### config.mk
export PLATFORM = sky130hd
export DESIGN_NAME = dmc_cache_ctrl
export DESIGN_NICKNAME = d
export VERILOG_FILES = /design/src/rtl/dmc_pkg.sv /design/src/rtl/dmc_tag_store.sv /design/src/rtl/dmc_beat_cnt.sv /design/src/rtl/dmc_cache_ctrl.sv
export SDC_FILE = /design/constraint.sdc
export NUM_CORES = 1
export LEC_CHECK = 0
export ABC_AREA = 0
export BUFFER_PORTS_ARGS = -buffer_cell sky130_fd_sc_hd__buf_4
export CELL_PAD_IN_SITES_DETAIL_PLACEMENT = 1
export CELL_PAD_IN_SITES_GLOBAL_PLACEMENT = 1
export CORE_UTILIZATION = 50
export CTS_CLUSTER_SIZE = 16
export DETAILED_ROUTE_END_ITERATION = 8
export PLACE_DENSITY = 0.91
export SLEW_MARGIN = 20
export SYNTH_ARGS = -nofsm -noshare
export SYNTH_HDL_FRONTEND = slang
export SYNTH_HIERARCHICAL = 1
export SYNTH_SLANG_ARGS = --single-unit
### constraint.sdc
create_clock -name clk -period 9.4 [get_ports clk]
set_input_delay 0.47 -clock clk [delete_from_list [all_inputs] [get_ports clk]]
set_output_delay 0.47 -clock clk [all_outputs]
set_load 0.01 [all_outputs]
### src/rtl/dmc_pkg.sv
package dmc_pkg;
  typedef enum logic [2:0] {
    S_IDLE  = 3'd0,
    S_LOOK  = 3'd1,
    S_RDCAP = 3'd2,
    S_WBPRE = 3'd3,
    S_WBREQ = 3'd4,
    S_FILL  = 3'd5
  } ctl_state_e;
endpackage

### src/rtl/dmc_tag_store.sv
module dmc_tag_store #(
  parameter int TAG_W = 8,
  parameter int IDX_W = 3,
  localparam int LINES = 1 << IDX_W
) (
  input  logic             clk,
  input  logic             rst_n,
  input  logic [IDX_W-1:0] rd_idx,
  output logic [TAG_W-1:0] rd_tag,
  output logic             rd_valid,
  output logic             rd_dirty,
  input  logic             fill_en,
  input  logic [IDX_W-1:0] fill_idx,
  input  logic [TAG_W-1:0] fill_tag,
  input  logic             mark_en,
  input  logic [IDX_W-1:0] mark_idx
);
  logic [LINES-1:0] valid_q;
  logic [LINES-1:0] dirty_q;
  logic [TAG_W-1:0] tag_q [LINES];

  for (genvar g = 0; g < LINES; g++) begin : g_line
    logic fill_hit;
    logic mark_hit;
    assign fill_hit = fill_en && (fill_idx == IDX_W'(g));
    assign mark_hit = mark_en && (mark_idx == IDX_W'(g));

    always_ff @(posedge clk or negedge rst_n) begin
      if (!rst_n) begin
        valid_q[g] <= 1'b0;
        dirty_q[g] <= 1'b0;
      end else if (fill_hit) begin
        valid_q[g] <= 1'b1;
        dirty_q[g] <= 1'b0;
      end else if (mark_hit) begin
        dirty_q[g] <= 1'b1;
      end
    end

    always_ff @(posedge clk) begin
      if (fill_hit) tag_q[g] <= fill_tag;
    end
  end

  assign rd_tag   = tag_q[rd_idx];
  assign rd_valid = valid_q[rd_idx];
  assign rd_dirty = dirty_q[rd_idx];

  assert_fill_clean_R6: assert property (@(posedge clk) disable iff (!rst_n)
    fill_en |=> valid_q[$past(fill_idx)] && !dirty_q[$past(fill_idx)]);
  assert_mark_dirty_R4: assert property (@(posedge clk) disable iff (!rst_n)
    mark_en |=> dirty_q[$past(mark_idx)]);
  assert_mark_on_valid_R4: assert property (@(posedge clk) disable iff (!rst_n)
    mark_en |-> valid_q[mark_idx]);
endmodule

### src/rtl/dmc_beat_cnt.sv
module dmc_beat_cnt #(
  parameter int W = 5
) (
  input  logic         clk,
  input  logic         rst_n,
  input  logic         clr,
  input  logic         inc,
  output logic [W-1:0] cnt,
  output logic         last
);
  logic [W-1:0] cnt_q;
  logic [W-1:0] cnt_d;

  always_comb begin
    cnt_d = cnt_q;
    if (clr)      cnt_d = '0;
    else if (inc) cnt_d = cnt_q + W'(1);
  end

  always_ff @(posedge clk or negedge rst_n) begin
    if (!rst_n) cnt_q <= '0;
    else        cnt_q <= cnt_d;
  end

  assign cnt  = cnt_q;
  assign last = (cnt_q == {W{1'b1}});
endmodule

### src/rtl/dmc_cache_ctrl.sv
module dmc_cache_ctrl
  import dmc_pkg::*;
#(
  parameter int TAG_W  = 8,
  parameter int IDX_W  = 3,
  parameter int OFF_W  = 5,
  parameter int DATA_W = 8,
  localparam int ADDR_W = TAG_W + IDX_W + OFF_W,
  localparam int RAM_AW = IDX_W + OFF_W
) (
  input  logic              clk,
  input  logic              rst_n,
  input  logic              cpu_cs,
  input  logic              cpu_wr,
  input  logic [ADDR_W-1:0] cpu_addr,
  input  logic [DATA_W-1:0] cpu_wdata,
  output logic [DATA_W-1:0] cpu_rdata,
  output logic              cpu_rdy,
  output logic              mem_req,
  output logic              mem_we,
  output logic [ADDR_W-1:0] mem_addr,
  output logic [DATA_W-1:0] mem_wdata,
  input  logic [DATA_W-1:0] mem_rdata,
  input  logic              mem_ack,
  output logic [RAM_AW-1:0] ram_addr,
  output logic [DATA_W-1:0] ram_din,
  output logic              ram_wen,
  input  logic [DATA_W-1:0] ram_dout
);
  ctl_state_e st_q, st_d;
  logic              cs_q;
  logic [ADDR_W-1:0] addr_q;
  logic              wr_q;
  logic [DATA_W-1:0] wdata_q;
  logic [DATA_W-1:0] rdata_q;
  logic              cap_en, rcap_en;
  logic              cnt_inc, cnt_last;
  logic [OFF_W-1:0]  cnt;
  logic              fill_en, mark_en;
  logic [TAG_W-1:0]  st_tag;
  logic              st_valid, st_dirty, hit;

  logic [TAG_W-1:0] tag_q;
  logic [IDX_W-1:0] idx_q;
  logic [OFF_W-1:0] off_q;
  assign tag_q = addr_q[ADDR_W-1 -: TAG_W];
  assign idx_q = addr_q[OFF_W +: IDX_W];
  assign off_q = addr_q[OFF_W-1:0];

  dmc_tag_store #(.TAG_W(TAG_W), .IDX_W(IDX_W)) u_tags (
    .clk(clk), .rst_n(rst_n),
    .rd_idx(idx_q), .rd_tag(st_tag), .rd_valid(st_valid), .rd_dirty(st_dirty),
    .fill_en(fill_en), .fill_idx(idx_q), .fill_tag(tag_q),
    .mark_en(mark_en), .mark_idx(idx_q)
  );

  dmc_beat_cnt #(.W(OFF_W)) u_beat (
    .clk(clk), .rst_n(rst_n), .clr(st_q == S_IDLE), .inc(cnt_inc),
    .cnt(cnt), .last(cnt_last)
  );

  assign hit = st_valid && (st_tag == tag_q);

  // next-state and per-cycle controls
  always_comb begin
    st_d    = st_q;
    cap_en  = 1'b0;
    rcap_en = 1'b0;
    cnt_inc = 1'b0;
    fill_en = 1'b0;
    mark_en = 1'b0;
    ram_wen = 1'b0;
    mem_req = 1'b0;
    mem_we  = 1'b0;
    case (st_q)
      S_IDLE: if (cpu_cs && !cs_q) begin
        cap_en = 1'b1;
        st_d   = S_LOOK;
      end
      S_LOOK: begin
        if (hit) begin
          if (wr_q) begin
            ram_wen = 1'b1;
            mark_en = 1'b1;
            st_d    = S_IDLE;
          end else begin
            st_d = S_RDCAP;
          end
        end else if (st_valid && st_dirty) begin
          st_d = S_WBPRE;
        end else begin
          st_d = S_FILL;
        end
      end
      S_RDCAP: begin
        rcap_en = 1'b1;
        st_d    = S_IDLE;
      end
      S_WBPRE: st_d = S_WBREQ;
      S_WBREQ: begin
        mem_req = 1'b1;
        mem_we  = 1'b1;
        if (mem_ack) begin
          cnt_inc = 1'b1;
          st_d    = cnt_last ? S_FILL : S_WBPRE;
        end
      end
      S_FILL: begin
        mem_req = 1'b1;
        if (mem_ack) begin
          ram_wen = 1'b1;
          cnt_inc = 1'b1;
          if (cnt_last) begin
            fill_en = 1'b1;
            st_d    = S_LOOK;
          end
        end
      end
      default: st_d = S_IDLE;
    endcase
  end

  always_ff @(posedge clk or negedge rst_n) begin
    if (!rst_n) begin
      st_q <= S_IDLE;
      cs_q <= 1'b0;
    end else begin
      st_q <= st_d;
      cs_q <= cpu_cs;
    end
  end

  always_ff @(posedge clk) begin
    if (cap_en) begin
      addr_q  <= cpu_addr;
      wr_q    <= cpu_wr;
      wdata_q <= cpu_wdata;
    end
    if (rcap_en) rdata_q <= ram_dout;
  end

  logic in_xfer;
  assign in_xfer   = (st_q == S_WBPRE) || (st_q == S_WBREQ) || (st_q == S_FILL);
  assign ram_addr  = in_xfer ? {idx_q, cnt} : {idx_q, off_q};
  assign ram_din   = (st_q == S_FILL) ? mem_rdata : wdata_q;
  assign mem_addr  = {((st_q == S_FILL) ? tag_q : st_tag), idx_q, cnt};
  assign mem_wdata = ram_dout;
  assign cpu_rdy   = (st_q == S_IDLE);
  assign cpu_rdata = rdata_q;

  assert_accept_drops_rdy_R3: assert property (@(posedge clk) disable iff (!rst_n)
    (cpu_rdy && cpu_cs && !cs_q) |=> !cpu_rdy);
  assert_req_hold_R9: assert property (@(posedge clk) disable iff (!rst_n)
    (mem_req && !mem_ack) |=> mem_req && $stable(mem_addr) && $stable(mem_we));
  assert_wdata_hold_R9: assert property (@(posedge clk) disable iff (!rst_n)
    (mem_req && mem_we && !mem_ack) |=> $stable(mem_wdata));
  assert_no_ram_write_in_wb_R7: assert property (@(posedge clk) disable iff (!rst_n)
    (mem_req && mem_we) |-> !ram_wen);
  assert_fill_offset_R6: assert property (@(posedge clk) disable iff (!rst_n)
    (ram_wen && mem_req) |-> ram_addr == mem_addr[RAM_AW-1:0]);
  assert_write_hit_latency_R10: assert property (@(posedge clk) disable iff (!rst_n)
    (st_q == S_LOOK && hit && wr_q) |=> cpu_rdy);
  assert_read_hit_latency_R10: assert property (@(posedge clk) disable iff (!rst_n)
    (st_q == S_LOOK && hit && !wr_q) |=> !cpu_rdy ##1 cpu_rdy);
endmodule

# Word-level counts from Yosys, hierarchy flattened
# Memory sizes are Yosys's and may differ from the RTL's. A register that Yosys moved wholly into a read port is not among the register bits.
# Cells that the tools add are included.
# word_totals
reg_bits	58
ram_bits	64
in_bits	45
output_inout_bits	52
word_cells	172
n_memories	1
# classes
add_sub_neg	1
n_lt_le_gt_ge	1
n_eq_ne	18
mux	86
reduce_logical	42
# memory_table
memory	words	word_bits	read_ports	rd_clocked_by_memory_dff	wr	line_no	rtl
u_tags.tag_q	8	8	1	1	1	dmc_tag_store.sv:20	logic [TAG_W-1:0] tag_q [LINES];
# ops
operator	count
8-bit two-way mux	9
8-bit OR reduction	7
1-bit two-way mux	54
3-bit two-way mux	15
1-bit logical AND	19
3-bit equality test, second input constant	6
2-bit nonzero test	9
5-bit two-way mux	3
3-bit one-hot mux with 5 select lines	1
3-bit by 2-bit equality test with 1-bit output, second input constant	4
8-bit equality test	1
1-bit binary-select mux with 3-bit select	2
3-bit by 1-bit equality test with 1-bit output, second input constant	2
3-bit zero test	2
2-bit != test, second input constant	3
5-bit by 1-bit adder with 5-bit output, second input constant	1
5-bit equality test, second input constant	1
3-bit by 4-bit less-than comparator with 1-bit output, second input constant	1
4-bit AND reduction	1
1-bit logical OR	2
2-bit two-way mux	1
2-bit by 1-bit != test with 1-bit output, second input constant	1
1-bit one-hot mux with 2 select lines	1
2-bit OR reduction	1
1-bit zero test	1

# Depth between registers and ports, before layout
# depth
ltp_word	15
mapped_depth	9
mapped_depth_nobuf	8

# By module
# Netlist, hierarchy kept.
# by_module_without_submodules
mod	n_inst	cells_each	area_per_inst_um2	seq_area_each_um2
dmc_tag_store	1	154	3280.6	2322.2
dmc_cache_ctrl	1	122	1776.7	1091.0
dmc_beat_cnt	1	22	276.5	125.1

# Worst setup path after synthesis
# Ideal clock, no wire load.
# synth_path
kind	register to register
startpoint	register st_q[2]
endpoint	register addr_q[0], enable pin
setup_time_ns	0.470
t_arrival_ns	3.045
t_required_ns	8.930
slack_ns	5.885
stages_incl_launch_ff	3
path_buffers	1
period_less_slack_ns	3.515
path_cell_list	dfrtp_1 buf_2 nor4_1
# synth_between
elab_chain_cells	2
# synth_lines
item	line_no	rtl
start, declared	dmc_cache_ctrl.sv:30	ctl_state_e st_q, st_d;
start signal, assigned	dmc_cache_ctrl.sv:128	st_q <= st_d;
3-bit zero test	dmc_cache_ctrl.sv:75	case (st_q)
1-bit two-way mux	dmc_cache_ctrl.sv:75	
via cap_en	dmc_cache_ctrl.sv:36	logic cap_en, rcap_en;
end signal, assigned	dmc_cache_ctrl.sv:135	addr_q <= cpu_addr;
end, declared	dmc_cache_ctrl.sv:32	logic [ADDR_W-1:0] addr_q;
# The timed path passes the listed nets, and every way through them passes these cells.
# A chain may end at the register's enable or synchronous reset.

# Worst setup path in the final report
# layout_path
startpoint	register addr_q[5]
endpoint	output ram_wen
# layout_between
elab_chain_cells	5
# layout_lines
item	line_no	rtl
1-bit binary-select mux with 3-bit select	dmc_tag_store.sv:46	assign rd_valid = valid_q[rd_idx];
1-bit two-way mux (not written as such)	dmc_tag_store.sv:46	
1-bit logical AND	dmc_cache_ctrl.sv:62	assign hit = st_valid && (st_tag == tag_q);
1-bit two-way mux	dmc_cache_ctrl.sv:81	if (hit) begin
1-bit one-hot mux with 2 select lines	dmc_cache_ctrl.sv:75	
end, declared	dmc_cache_ctrl.sv:27	output logic ram_wen,
# No other way between the ends. The select of a mux whose other input is x is not followed.

==> implementation parameters <==
Parameter                              Value

Run status
  Status    complete, no violations

Clock tree
  Worst-case clock buffer depth    2
  Number of levels the H-tree was split into    4
  TritonCTS sink count    122
  Number of buffers created by CTS    17
  Post-CTS Setup Repair Bufs    0
  Clock tree from TritonCTS    done
  Clock slew seen by the registers of the worst setup and hold paths    0.06 ns
  Master cell of the clock root buffer    sky130_fd_sc_hd__clkbuf_8
  Count of instances resized after the clock tree is built    0
  Skew-Pair Late Insertion Delay    0.53 ns

Synthesis
  Cell type with the largest total area after synthesis    sky130_fd_sc_hd__edfxtp_1
  Portion of the post-synthesis area used by sequential elements    about two thirds
  Seq cells post-synth    122
  Synth top area share    54.6%
  Synthesis warning total    6
  Unique cell type count in the Yosys netlist    45
  Mapped Nets    345
  EDFF count, synth    97
  Dominant cells by area after synthesis    sky130_fd_sc_hd__edfxtp_1 55%, sky130_fd_sc_hd__dfrtp_1 12%, sky130_fd_sc_hd__mux4_1 9.9%
  Post-Synthesis Cell Area    0.00533 mm2
  Synthesized area divided by synthesized cell count    17.9 um2
  Ys flop type    sky130_fd_sc_hd__edfxtp_1
  Top-count cell post-synth    sky130_fd_sc_hd__edfxtp_1
  Top post-synthesis cells by count    97 x sky130_fd_sc_hd__edfxtp_1, 31 x sky130_fd_sc_hd__mux2_2, 25 x sky130_fd_sc_hd__dfrtp_1
  Post-synthesis async set-or-reset flop share    20.5%
  Synthesized instance count    298

Route
  Avg WL per Cell    25.3 um
  Pre-antenna DRT Iters    4
  Vias    between 3k and 4k
  Remaining number of nets flagged by the antenna check after routing    0
  DRC errors left    0
  Via-per-instance ratio    5.87
  WL final    13.8 mm
  Initial drt markers    281

Global route
  Layer with the highest usage    met2
  Total global routing overflow    0
  Wire length of the first global-routing pass    20.7 mm
  Met2 layer usage reported by global route    ~46%
  Number of global-route vias before repair    3,501
  Global-route track usage on met1    31.0%
  Pin count of the biggest net entering global routing    39
  Total routing resource utilization after global routing    about a quarter
  Number of antenna violations at the first check in global routing    0
  Fraction of met3 tracks used by global routing    5.69%

Final layout
  # diodes    0
  Multi-input gate area in the final layout    ~0.0016 mm2
  Area Overhead vs Synth    26.0%
  Count of nets after finishing    441
  Share of final-layout standard cells stronger than drive strength 1    roughly 44%
  Sequential cell area    0.00354 mm2
  Final-layout fill cell count    911
  Post-route design area    0.00672 mm2

Worst setup path
  Critical path data required time    8.93 ns
  Crit path max-delay cell type    sky130_fd_sc_hd__mux4_1
  Top delay family on crit path    multiplexers
  CP arrival    around 3.4 ns
  CP startpoint kind    flip-flop
  Max Fanout on Critical Path    38
  Worst Setup End Kind    output pin
  Worst path max stage delay    0.65 ns
  Crit Path Class    reg2out
  Worst path buffer plus inverter count    2
  Cell Chain, Critical Path    buf_4 > mux4_1 > mux2_2 > xnor2_1 > nand3_1 > nor3_4 > nand3_1 > nand2_1 > buf_4

Placed design
  Final Wtd Congestion    0.754
  Buffers added on ports    between 90 and 100
  Area after DPL    0.00608 mm2
  Post-DP HPWL    between 8 and 9 mm
  Post-placement worst setup slack    ~5.9 ns

STA
  Final count of negative-setup-slack endpoints    0
  Max frequency    between 200 and 300 MHz
  RSZ-0062 raised after global routing    no
  Time the worst path needs with I/O delays and setup    3.90 ns
  Count of final hold-check violations    0
  Remaining max-slew budget at the tightest pin    between 30% and 40%
  Worst-Margin Slew    1.04 ns
  Final critical-path share of the clock period    41.5%
  Tightest hold margin    ~0.06 ns
  Setup total negative slack    0 ns
  Max Slew Vio Count    0
  Setup clock skew after layout    0.00921 ns
  Min setup slack post-route    ~5.5 ns

Power
  Maximum VDD drop    0.177 mV
  Power Dens Cells    between 200 and 250 mW/mm2
  Leak    2.65 nW
  Final total power    1.67 mW

Floorplan
  DIE AREA    0.0111 mm2
  Core area    0.0103 mm2
  Number of primary I/O pins    97
  Die height    105 um
  Starting density of the core    a little over 50%
  Total number of placement rows    37
  Die X    105 um

Job
  Reported max-cap violation count    0

Worst hold path
  Worst hold-check path type    in2reg
==> layer usage <==
layer	vias to the layer above	part of all wire, %
met5	-	0
met4	0	3.5
met3	35	4.8
met2	118	53
met1	1669	39
li1	1364	-
==> final timing paths <==
| check | end | slack [ns] | cells after the start | from |
|---|---|---|---|---|
| min in group asynchronous | st_q[0] | 0.41 | 2 | rst_n |
| min | cs_q | 0.06 | 1 | cpu_cs |
| max in group asynchronous | u_tags/dirty_q[7] | 8.71 | 2 | rst_n |
| max reg2reg | u_tags/dirty_q[0] | 5.74 | 9 | addr_q[5] |
| max | ram_wen | 5.50 | 9 | addr_q[5] |
| min reg2reg | u_tags/valid_q[4] | 0.49 | 1 | u_tags/valid_q[4] |
==> report_power, final <==
| group | total, mW | leakage [nW] | internal [mW] | switching [mW] |
|---|---|---|---|---|
| Sequential | 0.640 | 1.17 | 0.600 | 0.0404 |
| Clock | 0.695 | 0.295 | 0.455 | 0.240 |
| Combinational | 0.336 | 1.18 | 0.179 | 0.157 |
==> state kept, by name, indices dropped and copies added (netlist names) <==
name,count
wr_q,1
cs_q,1
addr_q,16
wdata_q,8
cpu_rdata,8
u_tags/tag_q,64
st_q,3
u_tags/dirty_q,8
u_beat/cnt,5
u_tags/valid_q,8
==> cells in the final DEF (no fill, tap or decap), types with 3 or more instances in the layout <==
cell type,count
sky130_fd_sc_hd__buf_4,100
sky130_fd_sc_hd__edfxtp_1,97
sky130_fd_sc_hd__mux2_2,31
sky130_fd_sc_hd__dfrtp_1,25
sky130_fd_sc_hd__mux4_1,20
sky130_fd_sc_hd__clkbuf_16,16
sky130_fd_sc_hd__nor2_1,9
sky130_fd_sc_hd__xnor2_1,9
sky130_fd_sc_hd__a21oi_1,8
sky130_fd_sc_hd__inv_1,7
sky130_fd_sc_hd__nand2_1,6
sky130_fd_sc_hd__nand2b_1,6
sky130_fd_sc_hd__bufinv_16,5
sky130_fd_sc_hd__or2_2,5
sky130_fd_sc_hd__nand4b_1,4
sky130_fd_sc_hd__mux2i_1,4
sky130_fd_sc_hd__o21a_1,4
sky130_fd_sc_hd__clkinv_2,3
sky130_fd_sc_hd__clkinvlp_4,3
sky130_fd_sc_hd__and4bb_2,3
sky130_fd_sc_hd__nand4bb_1,3
sky130_fd_sc_hd__and4b_1,3
==> metrics by stage <==
stage / cells / utilization (%)
global placement: 510 / 58.9
floorplan: 298 / -
detailed placement: 510 / 58.9
finish: 543 / 65.1
global route: 543 / 65.1
CTS: 543 / 65.0
==> final cells by class <==
type	instances	share of cell area, %
well taps	136	2.53
multi-input cells	144	23.8
flip-flops and latches	122	52.7
clock inverters	13	2.98
inverters	8	0.447
clock buffers	19	6.28
repair buffers	101	11.3
==> repair_timing <==
item | in CTS | in global routing
hold buffers | 1 | 0
endpoints found under the hold margin | 25 | 0
setup endpoints to repair | 0 | 0
==> kinds of logic after synthesis <==
kind of cell | Yosys count | synth area share [%]
xor gates and xnor gates | 9 | 1.48
AOI/OAI and AO/OA | 17 | 2.02
muxes | 56 | 17.4
buffers and inverters | 32 | 4.03
adders and majority gates | 2 | 0.469
DFF | 122 | 66.3
and+or+nand+nor | 60 | 8.23
(Power assumes the default switching activity.)
